<file path="src/rtl/ob_halt_pkg.sv">
package ob_halt_pkg;
  typedef enum logic {
    REQ_READ  = 1'b0,
    REQ_WRITE = 1'b1
  } req_kind_e;
endpackage

</file>
<file path="src/rtl/ob_req_fifo.sv">
module ob_req_fifo
  import ob_halt_pkg::*;
#(
  parameter int DEPTH  = 8,
  parameter int DATA_W = 32,
  localparam int IDX_W = (DEPTH > 1) ? $clog2(DEPTH) : 1,
  localparam int CNT_W = $clog2(DEPTH + 1)
) (
  input  logic              clk,
  input  logic              rst_n,
  input  logic              push,
  input  req_kind_e         push_kind,
  input  logic [DATA_W-1:0] push_data,
  input  logic              push_kill,
  input  logic              pop,
  input  logic              kill_en,
  input  logic [DEPTH-1:0]  kill_mask,
  output logic [IDX_W-1:0]  head_idx,
  output logic [CNT_W-1:0]  count,
  output logic              full,
  output logic              empty,
  output req_kind_e         head_kind,
  output logic [DATA_W-1:0] head_data,
  output logic              head_killed,
  output logic [DEPTH-1:0]  slot_is_wr,
  output logic [DEPTH-1:0]  slot_killed
);
  logic [IDX_W-1:0]  head_q, tail_q;
  logic [CNT_W-1:0]  cnt_q;
  req_kind_e         kind_q [DEPTH];
  logic [DATA_W-1:0] data_q [DEPTH];
  logic [DEPTH-1:0]  killed_q;

  function automatic logic [IDX_W-1:0] step(input logic [IDX_W-1:0] p);
    return (p == IDX_W'(DEPTH - 1)) ? '0 : p + 1'b1;
  endfunction

  always_ff @(posedge clk) begin
    if (!rst_n) begin
      head_q   <= '0;
      tail_q   <= '0;
      cnt_q    <= '0;
      killed_q <= '0;
      for (int i = 0; i < DEPTH; i++) kind_q[i] <= REQ_READ;
    end else begin
      if (kill_en) killed_q <= killed_q | kill_mask;
      if (push) begin
        kind_q[tail_q]   <= push_kind;
        killed_q[tail_q] <= push_kill;
        tail_q           <= step(tail_q);
      end
      if (pop) head_q <= step(head_q);
      case ({push, pop})
        2'b10:   cnt_q <= cnt_q + 1'b1;
        2'b01:   cnt_q <= cnt_q - 1'b1;
        default: cnt_q <= cnt_q;
      endcase
    end
  end

  always_ff @(posedge clk) begin
    if (push) data_q[tail_q] <= push_data;
  end

  generate
    for (genvar s = 0; s < DEPTH; s++) begin : g_slot
      assign slot_is_wr[s] = (kind_q[s] == REQ_WRITE);
    end
  endgenerate

  assign slot_killed = killed_q;
  assign head_idx    = head_q;
  assign count       = cnt_q;
  assign full        = (cnt_q == CNT_W'(DEPTH));
  assign empty       = (cnt_q == '0);
  assign head_kind   = kind_q[head_q];
  assign head_data   = data_q[head_q];
  assign head_killed = killed_q[head_q];

  assert_no_overflow_R4: assert property (@(posedge clk) disable iff (!rst_n)
    push |-> (cnt_q < CNT_W'(DEPTH)));
  assert_no_underflow_R3: assert property (@(posedge clk) disable iff (!rst_n)
    pop |-> (cnt_q != '0));
endmodule

</file>
<file path="src/rtl/ob_flush_mask.sv">
module ob_flush_mask #(
  parameter int DEPTH = 8,
  localparam int IDX_W = (DEPTH > 1) ? $clog2(DEPTH) : 1,
  localparam int CNT_W = $clog2(DEPTH + 1)
) (
  input  logic             err_valid,
  input  logic [IDX_W-1:0] err_idx,
  input  logic [IDX_W-1:0] head_idx,
  input  logic [CNT_W-1:0] count,
  input  logic [DEPTH-1:0] slot_is_wr,
  input  logic [DEPTH-1:0] slot_killed,
  output logic             hit,
  output logic [DEPTH-1:0] kill_mask
);
  logic [DEPTH-1:0] live;
  logic [IDX_W-1:0] err_age;

  assign err_age = err_idx - head_idx;

  generate
    for (genvar s = 0; s < DEPTH; s++) begin : g_age
      logic [IDX_W-1:0] age;
      assign age          = IDX_W'(s) - head_idx;
      assign live[s]      = (CNT_W'(age) < count) && !slot_killed[s];
      assign kill_mask[s] = live[s] && slot_is_wr[s] && (age > err_age);
    end
  endgenerate

  assign hit = err_valid && live[err_idx] && slot_is_wr[err_idx];
endmodule

</file>
<file path="src/rtl/ob_ctl_regs.sv">
module ob_ctl_regs (
  input  logic clk,
  input  logic rst_n,
  input  logic cfg_wr,
  input  logic cfg_enable,
  input  logic cfg_halt_en,
  input  logic irq_clr,
  input  logic perr_hit,
  output logic ob_enable,
  output logic halt_en,
  output logic halt_evt,
  output logic irq_halt,
  output logic irq_perr
);
  assign halt_evt = perr_hit && halt_en;

  always_ff @(posedge clk) begin
    if (!rst_n) begin
      ob_enable <= 1'b0;
      halt_en   <= 1'b0;
      irq_halt  <= 1'b0;
      irq_perr  <= 1'b0;
    end else begin
      if (halt_evt)    ob_enable <= 1'b0;
      else if (cfg_wr) ob_enable <= cfg_enable;
      if (cfg_wr) halt_en <= cfg_halt_en;
      if (halt_evt)     irq_halt <= 1'b1;
      else if (irq_clr) irq_halt <= 1'b0;
      if (perr_hit)     irq_perr <= 1'b1;
      else if (irq_clr) irq_perr <= 1'b0;
    end
  end

  assert_halt_stops_R6: assert property (@(posedge clk) disable iff (!rst_n)
    halt_evt |=> (!ob_enable && irq_halt && irq_perr));
  assert_irq_sticky_R9: assert property (@(posedge clk) disable iff (!rst_n)
    (irq_halt && !irq_clr) |=> irq_halt);
  assert_enable_kept_R5: assert property (@(posedge clk) disable iff (!rst_n)
    (perr_hit && !halt_en && !cfg_wr) |=> (ob_enable == $past(ob_enable)));
endmodule

</file>
<file path="src/rtl/ob_halt_queue.sv">
module ob_halt_queue
  import ob_halt_pkg::*;
#(
  parameter int DEPTH  = 8,
  parameter int DATA_W = 32,
  localparam int IDX_W = (DEPTH > 1) ? $clog2(DEPTH) : 1,
  localparam int CNT_W = $clog2(DEPTH + 1)
) (
  input  logic              clk,
  input  logic              rst_n,
  input  logic              cfg_wr,
  input  logic              cfg_enable,
  input  logic              cfg_halt_en,
  input  logic              irq_clr,
  output logic              ob_enable,
  input  logic              req_valid,
  output logic              req_ready,
  input  logic              req_is_write,
  input  logic [DATA_W-1:0] req_data,
  output logic              out_valid,
  input  logic              out_ready,
  output logic              out_is_write,
  output logic [DATA_W-1:0] out_data,
  output logic [IDX_W-1:0]  out_slot,
  input  logic              perr_valid,
  input  logic [IDX_W-1:0]  perr_slot,
  output logic              irq_halt,
  output logic              irq_perr
);
  logic             push, pop, full, empty, head_killed;
  logic             perr_hit, halt_en, halt_evt;
  logic [IDX_W-1:0] head_idx;
  logic [CNT_W-1:0] count;
  logic [DEPTH-1:0] slot_is_wr, slot_killed, kill_mask;
  req_kind_e        head_kind;

  ob_ctl_regs u_ctl (
    .clk        (clk),
    .rst_n      (rst_n),
    .cfg_wr     (cfg_wr),
    .cfg_enable (cfg_enable),
    .cfg_halt_en(cfg_halt_en),
    .irq_clr    (irq_clr),
    .perr_hit   (perr_hit),
    .ob_enable  (ob_enable),
    .halt_en    (halt_en),
    .halt_evt   (halt_evt),
    .irq_halt   (irq_halt),
    .irq_perr   (irq_perr)
  );

  ob_flush_mask #(.DEPTH(DEPTH)) u_mask (
    .err_valid  (perr_valid),
    .err_idx    (perr_slot),
    .head_idx   (head_idx),
    .count      (count),
    .slot_is_wr (slot_is_wr),
    .slot_killed(slot_killed),
    .hit        (perr_hit),
    .kill_mask  (kill_mask)
  );

  ob_req_fifo #(.DEPTH(DEPTH), .DATA_W(DATA_W)) u_fifo (
    .clk        (clk),
    .rst_n      (rst_n),
    .push       (push),
    .push_kind  (req_is_write ? REQ_WRITE : REQ_READ),
    .push_data  (req_data),
    .push_kill  (halt_evt && req_is_write),
    .pop        (pop),
    .kill_en    (halt_evt),
    .kill_mask  (kill_mask),
    .head_idx   (head_idx),
    .count      (count),
    .full       (full),
    .empty      (empty),
    .head_kind  (head_kind),
    .head_data  (out_data),
    .head_killed(head_killed),
    .slot_is_wr (slot_is_wr),
    .slot_killed(slot_killed)
  );

  assign req_ready    = ob_enable && !full;
  assign push         = req_valid && req_ready;
  assign out_valid    = !empty && !head_killed;
  assign pop          = (out_valid && out_ready) || (!empty && head_killed);
  assign out_is_write = (head_kind == REQ_WRITE);
  assign out_slot     = head_idx;

  assert_out_hold_R3: assert property (@(posedge clk) disable iff (!rst_n)
    (out_valid && !out_ready) |=> (out_valid && $stable(out_data) && $stable(out_slot)));
endmodule

</file>
<file path="config.mk">
export PLATFORM = sky130hd
export DESIGN_NAME = ob_halt_queue
export DESIGN_NICKNAME = d
export VERILOG_FILES = /design/src/rtl/ob_halt_pkg.sv /design/src/rtl/ob_req_fifo.sv /design/src/rtl/ob_flush_mask.sv /design/src/rtl/ob_ctl_regs.sv /design/src/rtl/ob_halt_queue.sv
export SDC_FILE = /design/constraint.sdc
export NUM_CORES = 1
export LEC_CHECK = 0
export ABC_AREA = 1
export BUFFER_PORTS_ARGS = -buffer_cell sky130_fd_sc_hd__buf_4
export CORE_MARGIN = 2
export CORE_UTILIZATION = 35
export CTS_CLUSTER_SIZE = 8
export DETAILED_ROUTE_END_ITERATION = 10
export HOLD_SLACK_MARGIN = 0.08
export MAX_ROUTING_LAYER = met4
export PLACE_DENSITY = 0.53
export SLEW_MARGIN = 30
export SYNTH_ARGS = -nofsm -noshare
export SYNTH_HDL_FRONTEND = slang
export SYNTH_SLANG_ARGS = --single-unit
</file>
<file path="constraint.sdc">
create_clock -name clk -period 3.95 [get_ports clk]
set_clock_uncertainty 0.1 [all_clocks]
set_input_delay 0.79 -clock clk [delete_from_list [all_inputs] [get_ports clk]]
set_output_delay 0.79 -clock clk [all_outputs]
set_load 0.05 [all_outputs]
</file>
==> After elaboration in Yosys (flattened, before gate mapping) <==
Memory sizes are Yosys's and may differ from the RTL's. A register that Yosys moved wholly into a read port is not among the register bits.
Index checks and enable logic that the tools add are counted.
Widths: inputs -> output; s select.
{ "classes": {"reduce_logical": 52, "n_bitwise": 2, "addsub": 13, "muxes": 31, "n_lt_le_gt_ge": 20, "n_eq_ne": 5} }
{ "op_table": {"columns": ["op", "n"], "rows": [
  ["$logic_and 1x1->1", 34],
  ["$lt 3x4->1", 8],
  ["$gt 3x3->1", 8],
  ["$mux 8", 3],
  ["$mux 3", 7],
  ["$mux 1", 15],
  ["$lt 3x4->1 const B", 3],
  ["$sub 3x3->3 const A", 4],
  ["$logic_not 1->1", 11],
  ["$bmux 1 s3", 3],
  ["$bwmux 8", 1],
  ["$or 8x8->8", 1],
  ["$pmux 4 s2", 1],
  ["$add 3x1->3 const B", 2],
  ["$eq 3x3->1 const B", 2],
  ["$reduce_bool 2->1", 3],
  ["$sub 1x3->3 const A", 2],
  ["$sub 2x3->3 const A", 2],
  ["$add 4x1->4 const B", 1],
  ["$eq 4x4->1 const B", 1],
  ["$logic_not 4->1", 1],
  ["$sub 4x1->4 const B", 1],
  ["$demux 1 s3", 1],
  ["$ge 3x1->1 const B", 1],
  ["other kinds (7)", 7]
]} }
{ "totals": {"in_bits": 45, "memories": 2, "mem_bits_rw": 264, "wordCells": 133, "reg_bits": 22, "out_inout_bits": 41} }
{ "memory_table": {"columns": ["memory", "words", "word_bits", "rd", "rd_ports_with_merged_regs", "write_ports", "line_no", "source"], "rows": [
  ["u_fifo.data_q", 8, 32, 1, 1, 1, "ob_req_fifo.sv:31", "logic [DATA_W-1:0] data_q [DEPTH];"],
  ["u_fifo.kind_q", 8, 1, 9, 1, 8, "ob_req_fifo.sv:30", "req_kind_e kind_q [DEPTH];"]
]} }

==> Longest topological paths before layout <==
{ "logic_depth": {"depth_word": 12, "ltp_mapped": 19, "ltp_nobuf": 18} }

==> By module <==
Synthesis repeated with hierarchy kept, for this count alone.
{ "hier_totals": {"cells_unflattened": 1127, "hier_area_um2": 12703.4} }
{ "by_module_without_submodules": {"columns": ["mod", "cells_per_inst", "area_per_inst_um2", "n_inst", "seq_area_each_um2"], "rows": [
  ["ob_req_fifo", 921, 11456.0, 1, 8267.9],
  ["ob_flush_mask", 172, 1037.2, 1, 0.0],
  ["ob_ctl_regs", 24, 167.7, 1, 80.1],
  ["ob_halt_queue", 10, 42.5, 1, 0.0]
]} }

==> Least setup slack after synthesis <==
No wires, ideal clock.
{ "synth_path": {"kind": "register -> output", "from": "register u_fifo.head_q[2], in the netlist u_fifo.head_idx[2]", "to": "output port out_valid", "n_path_buf": 1, "arrival_ns": 2.460, "stages_incl_launch_ff": 7, "t_required_ns": 3.060, "slack_ns": 0.600, "cell_sequence": "dfxtp_1 > clkbuf_2 > nor2_1 > o21a_1 > o21ai_0 > o21ai_1 > nor3b_1"} }
{ "synth_between": {"elab_chain_cells": 4} }
{ "synth_lines": {"columns": ["item", "line_no", "source"], "rows": [
  ["start: declaration", "ob_req_fifo.sv:28", "logic [IDX_W-1:0] head_q, tail_q;"],
  ["start signal: assignment", "ob_req_fifo.sv:52", "if (pop) head_q <= step(head_q);"],
  ["$bmux 1 s3", "ob_req_fifo.sv:78", "assign head_killed = killed_q[head_q];"],
  ["$mux 1 (implied by the code)", "ob_req_fifo.sv:78", null],
  ["$logic_not 1->1", "ob_halt_queue.sv:86", "assign out_valid = !empty && !head_killed;"],
  ["$logic_and 1x1->1", "ob_halt_queue.sv:86", null],
  ["end: declaration", "ob_halt_queue.sv:20", "output logic out_valid,"]
]} }
Every way passes these cells. The select of a mux whose other input is x is not followed.

==> results.toml <==
[placed_design]
place_hpwl_mm = 18.6
port_buffers = 85
globalplace.congestion = 0.892
place_area_mm2 = 0.0139

[sta]
hold_viol = 0
worst_pin_slew_ns = 0.659
slew_headroom_pct = 56.0
post-route-period-util_pct = 89.8
slew_viol_final = 0
finalSetupViolations = 0
fin_setup_tns_ns = 0
min_period_ns = 3.55
rsz0062_at_grt = "false"
clock.fmax_mhz = 282

[drt]
routedWlPerCell_um = 18.3
drc = 0
ant_nets = 0
drtIter0Drc = 682
totalWireLength_mm = 31.2
vias = 8607
vias_per_cell = 5.04
drt-pass1-iter-count = 8

[floorplanning]
core.rowCount = 69
initial_core_util_pct = 35.7
die_h_um = 195
dieArea_mm2 = 0.0380
fp.dieW_um = 195
num_io_pins = 86
coreArea_mm2 = 0.0357

[critical_path]
rr_worst_depth = 18
path_cells = "buf_4 -> o21ai_0 -> o22ai_1 -> nor2_1 -> a31oi_1 -> buf_4"
crit_buf_inv = 2
cp.arrival_ns = 2.66
path_delay_family = "buffers and inverters"
critPathSlowestCell = "dfxtp_4"
cpMostUsedCell = "buf_4"
path_class = "register to output port"
cpPeakStageDelay_ns = 0.63
critPathMaxFanout = 54
ff2ff_setup_slack_ns = 0.97
worst-path-stages = 6
worstPathRequired_ns = 3.06
cp-start-kind = "register"
end_kind = "output port"

[layout]
final_common_cell = "nor2_1"
postLayoutCellArea_mm2 = 0.0151
area_growth_pct = 18.1
diodes = 0
layout-drive-gt1-share_pct = 16.7
mostFrequentLayoutCells = "nor2_1 (269), edfxtp_1 (256), o21ai_0 (154)"
nNetsFinal = 1315

[yosys]
syn_area_mm2 = 0.0128
seq_area_frac_synth_pct = 65.4
synth-seq-cells = 289
synth_cell_types = 42
syn_inst = 1134
syn_avg_cell_area_um2 = 11.3
ys_warn_count = 0
syn-num-nets = 1217

[global_routing]
grt_busiest_layer = "met2"
first_global_vias = 8303
grt-ovfl-total = 0
track_usage_pct = 16.8
grt_max_degree = 67
grt_antenna_before_repair = 0
grt_pass1_wl_mm = 48.2
met1_usage_pct = 22.8
use_met3_pct = 2.88
grtUsageMet2_pct = 26.0

[clocking]
tritoncts = "yes"
clk_latency_ns = 0.51
numCtsBuffers = 42
clkTransAtPathRegs_ns = 0.06
clockBufferDepth = 3
postCtsResizedCells = 0
cts_sinks = 289
cts_max_level = 2
cts_setup_buffers = 0
holdBufCountCts = 0
cts_root_buf = "clkbuf_16"

[power]
p_leak_uw = 0.00549
powerDensity_mw_per_mm2 = 774
ir_drop_mv = 0.469

[worst_hold_path]
hold_depth = 2
hold_path_class = "register to register"

[run]
drv_cap = 0

[run_status]
status = "finished clean"
## Yosys cell counts, drive strengths merged
cell type / instances / area [µm²]
nand4: 10 / 77.6
edfxtp: 256 / 7690
fa: 2 / 40.0
nor2: 279 / 1080
nand2: 68 / 268
o22ai: 35 / 219
a21oi: 38 / 254
a31oi: 34 / 228
buf: 14 / 123
ha: 36 / 450
inv: 72 / 275
a211oi: 7 / 52.6
clkbuf: 46 / 174
clkinv: 1 / 3.75
xnor2: 4 / 35.0
nand3: 29 / 170
dfxtp: 33 / 661
nor3: 1 / 5.00
nor3b: 1 / 7.51
nor4: 6 / 128
or2: 1 / 6.26
o21ai: 156 / 781
o211ai: 3 / 22.5
o21a: 1 / 7.51
xor2: 1 / 8.76
## logic make-up (layout without fill, tap and decap cells)
family / after synthesis / in the layout / share of synthesized area [%]
simple gates: 395 / 395 / 13.6
flops: 289 / 289 / 65.4
compound gates: 274 / 274 / 12.3
buf+inv: 133 / 245 / 4.51
fa+ha+maj: 38 / 38 / 3.84
xor+xnor: 5 / 5 / 0.343
## state kept, by name, indices dropped and copies added (netlist names), named ones only
register,flops
u_ctl.ob_enable,1
u_ctl.halt_en,1
u_fifo.tail_q,3
u_ctl.irq_perr,1
u_fifo.head_idx,3
u_fifo.kind_q,8
u_fifo.slot_killed,8
u_fifo.count,4
u_ctl.irq_halt,1
u_fifo.data_q,256
## worst register-to-register path, cell delays in order (launching register included)
cell and delay, ns:
dfxtp_1 0.52, inv_2 0.16, o21a_1 0.19, o21ai_0 0.06, o21ai_1 0.11, nor2_1 0.10
nand2_1 0.05, nand2_1 0.16, inv_1 0.07, ha_1 0.23, ha_1 0.34, nand2_1 0.08
nor2_1 0.04, a211oi_1 0.24, nor2_1 0.07, nor2_1 0.09, nand2_1 0.06, o21ai_0 0.15
a21oi_1 0.06
## routing by layer
layer	vias up	part of all wire, %
met2	219	46
met3	55	6.1
met1	4123	46
met4	0	2.1
li1	4210	-
met5	-	0
## layout make-up
type                       instances  area [µm²]
clock buffer                      57        1140
multi-input combinational        712        3840
clock inverter                     1        16.3
sequential                       289        8350
tap                              461         577
fill                            3360       20700
inverter                          73         280
timing repair buffer             114         868
## per-stage QoR
step           worst slack, ns  total power (µW)  std cells  hold slack, ns  util (%)
6_report                 0.401             11700       1707           0.371      42.2
5_1_grt                  0.209             12400       1707           0.397      42.2
2_1_floorplan            0.600              7160       1134           0.377         -
3_3_place_gp             0.626              8530       1649           0.361      38.9
4_1_cts                  0.348             11800       1707           0.377      42.2
3_5_place_dp             0.586              8560       1649           0.362      38.9
## path summary, 6_finish.rpt
kind | startpoint | to
hold reg to reg | u_ctl.irq_perr$_SDFFE_PN0P_ | u_ctl.irq_perr$_SDFFE_PN0P_
setup / recovery | register | out_data[28]
setup reg to reg | u_fifo.head_idx[0]$_SDFFE_PN0N_ | u_fifo.count[3]$_SDFFE_PN0P_
hold / removal | u_ctl.irq_perr$_SDFFE_PN0P_ | u_ctl.irq_perr$_SDFFE_PN0P_
## power breakdown
group / leakage, µW / internal (µW) / switching (µW)
logic: 0.00236 / 1540 / 3390
clock network: 0.000559 / 1970 / 1200
registers: 0.00258 / 3410 / 145
total: 0.00549 / 6920 / 4740
No activity file was read; power rests on OpenSTA's default activity.
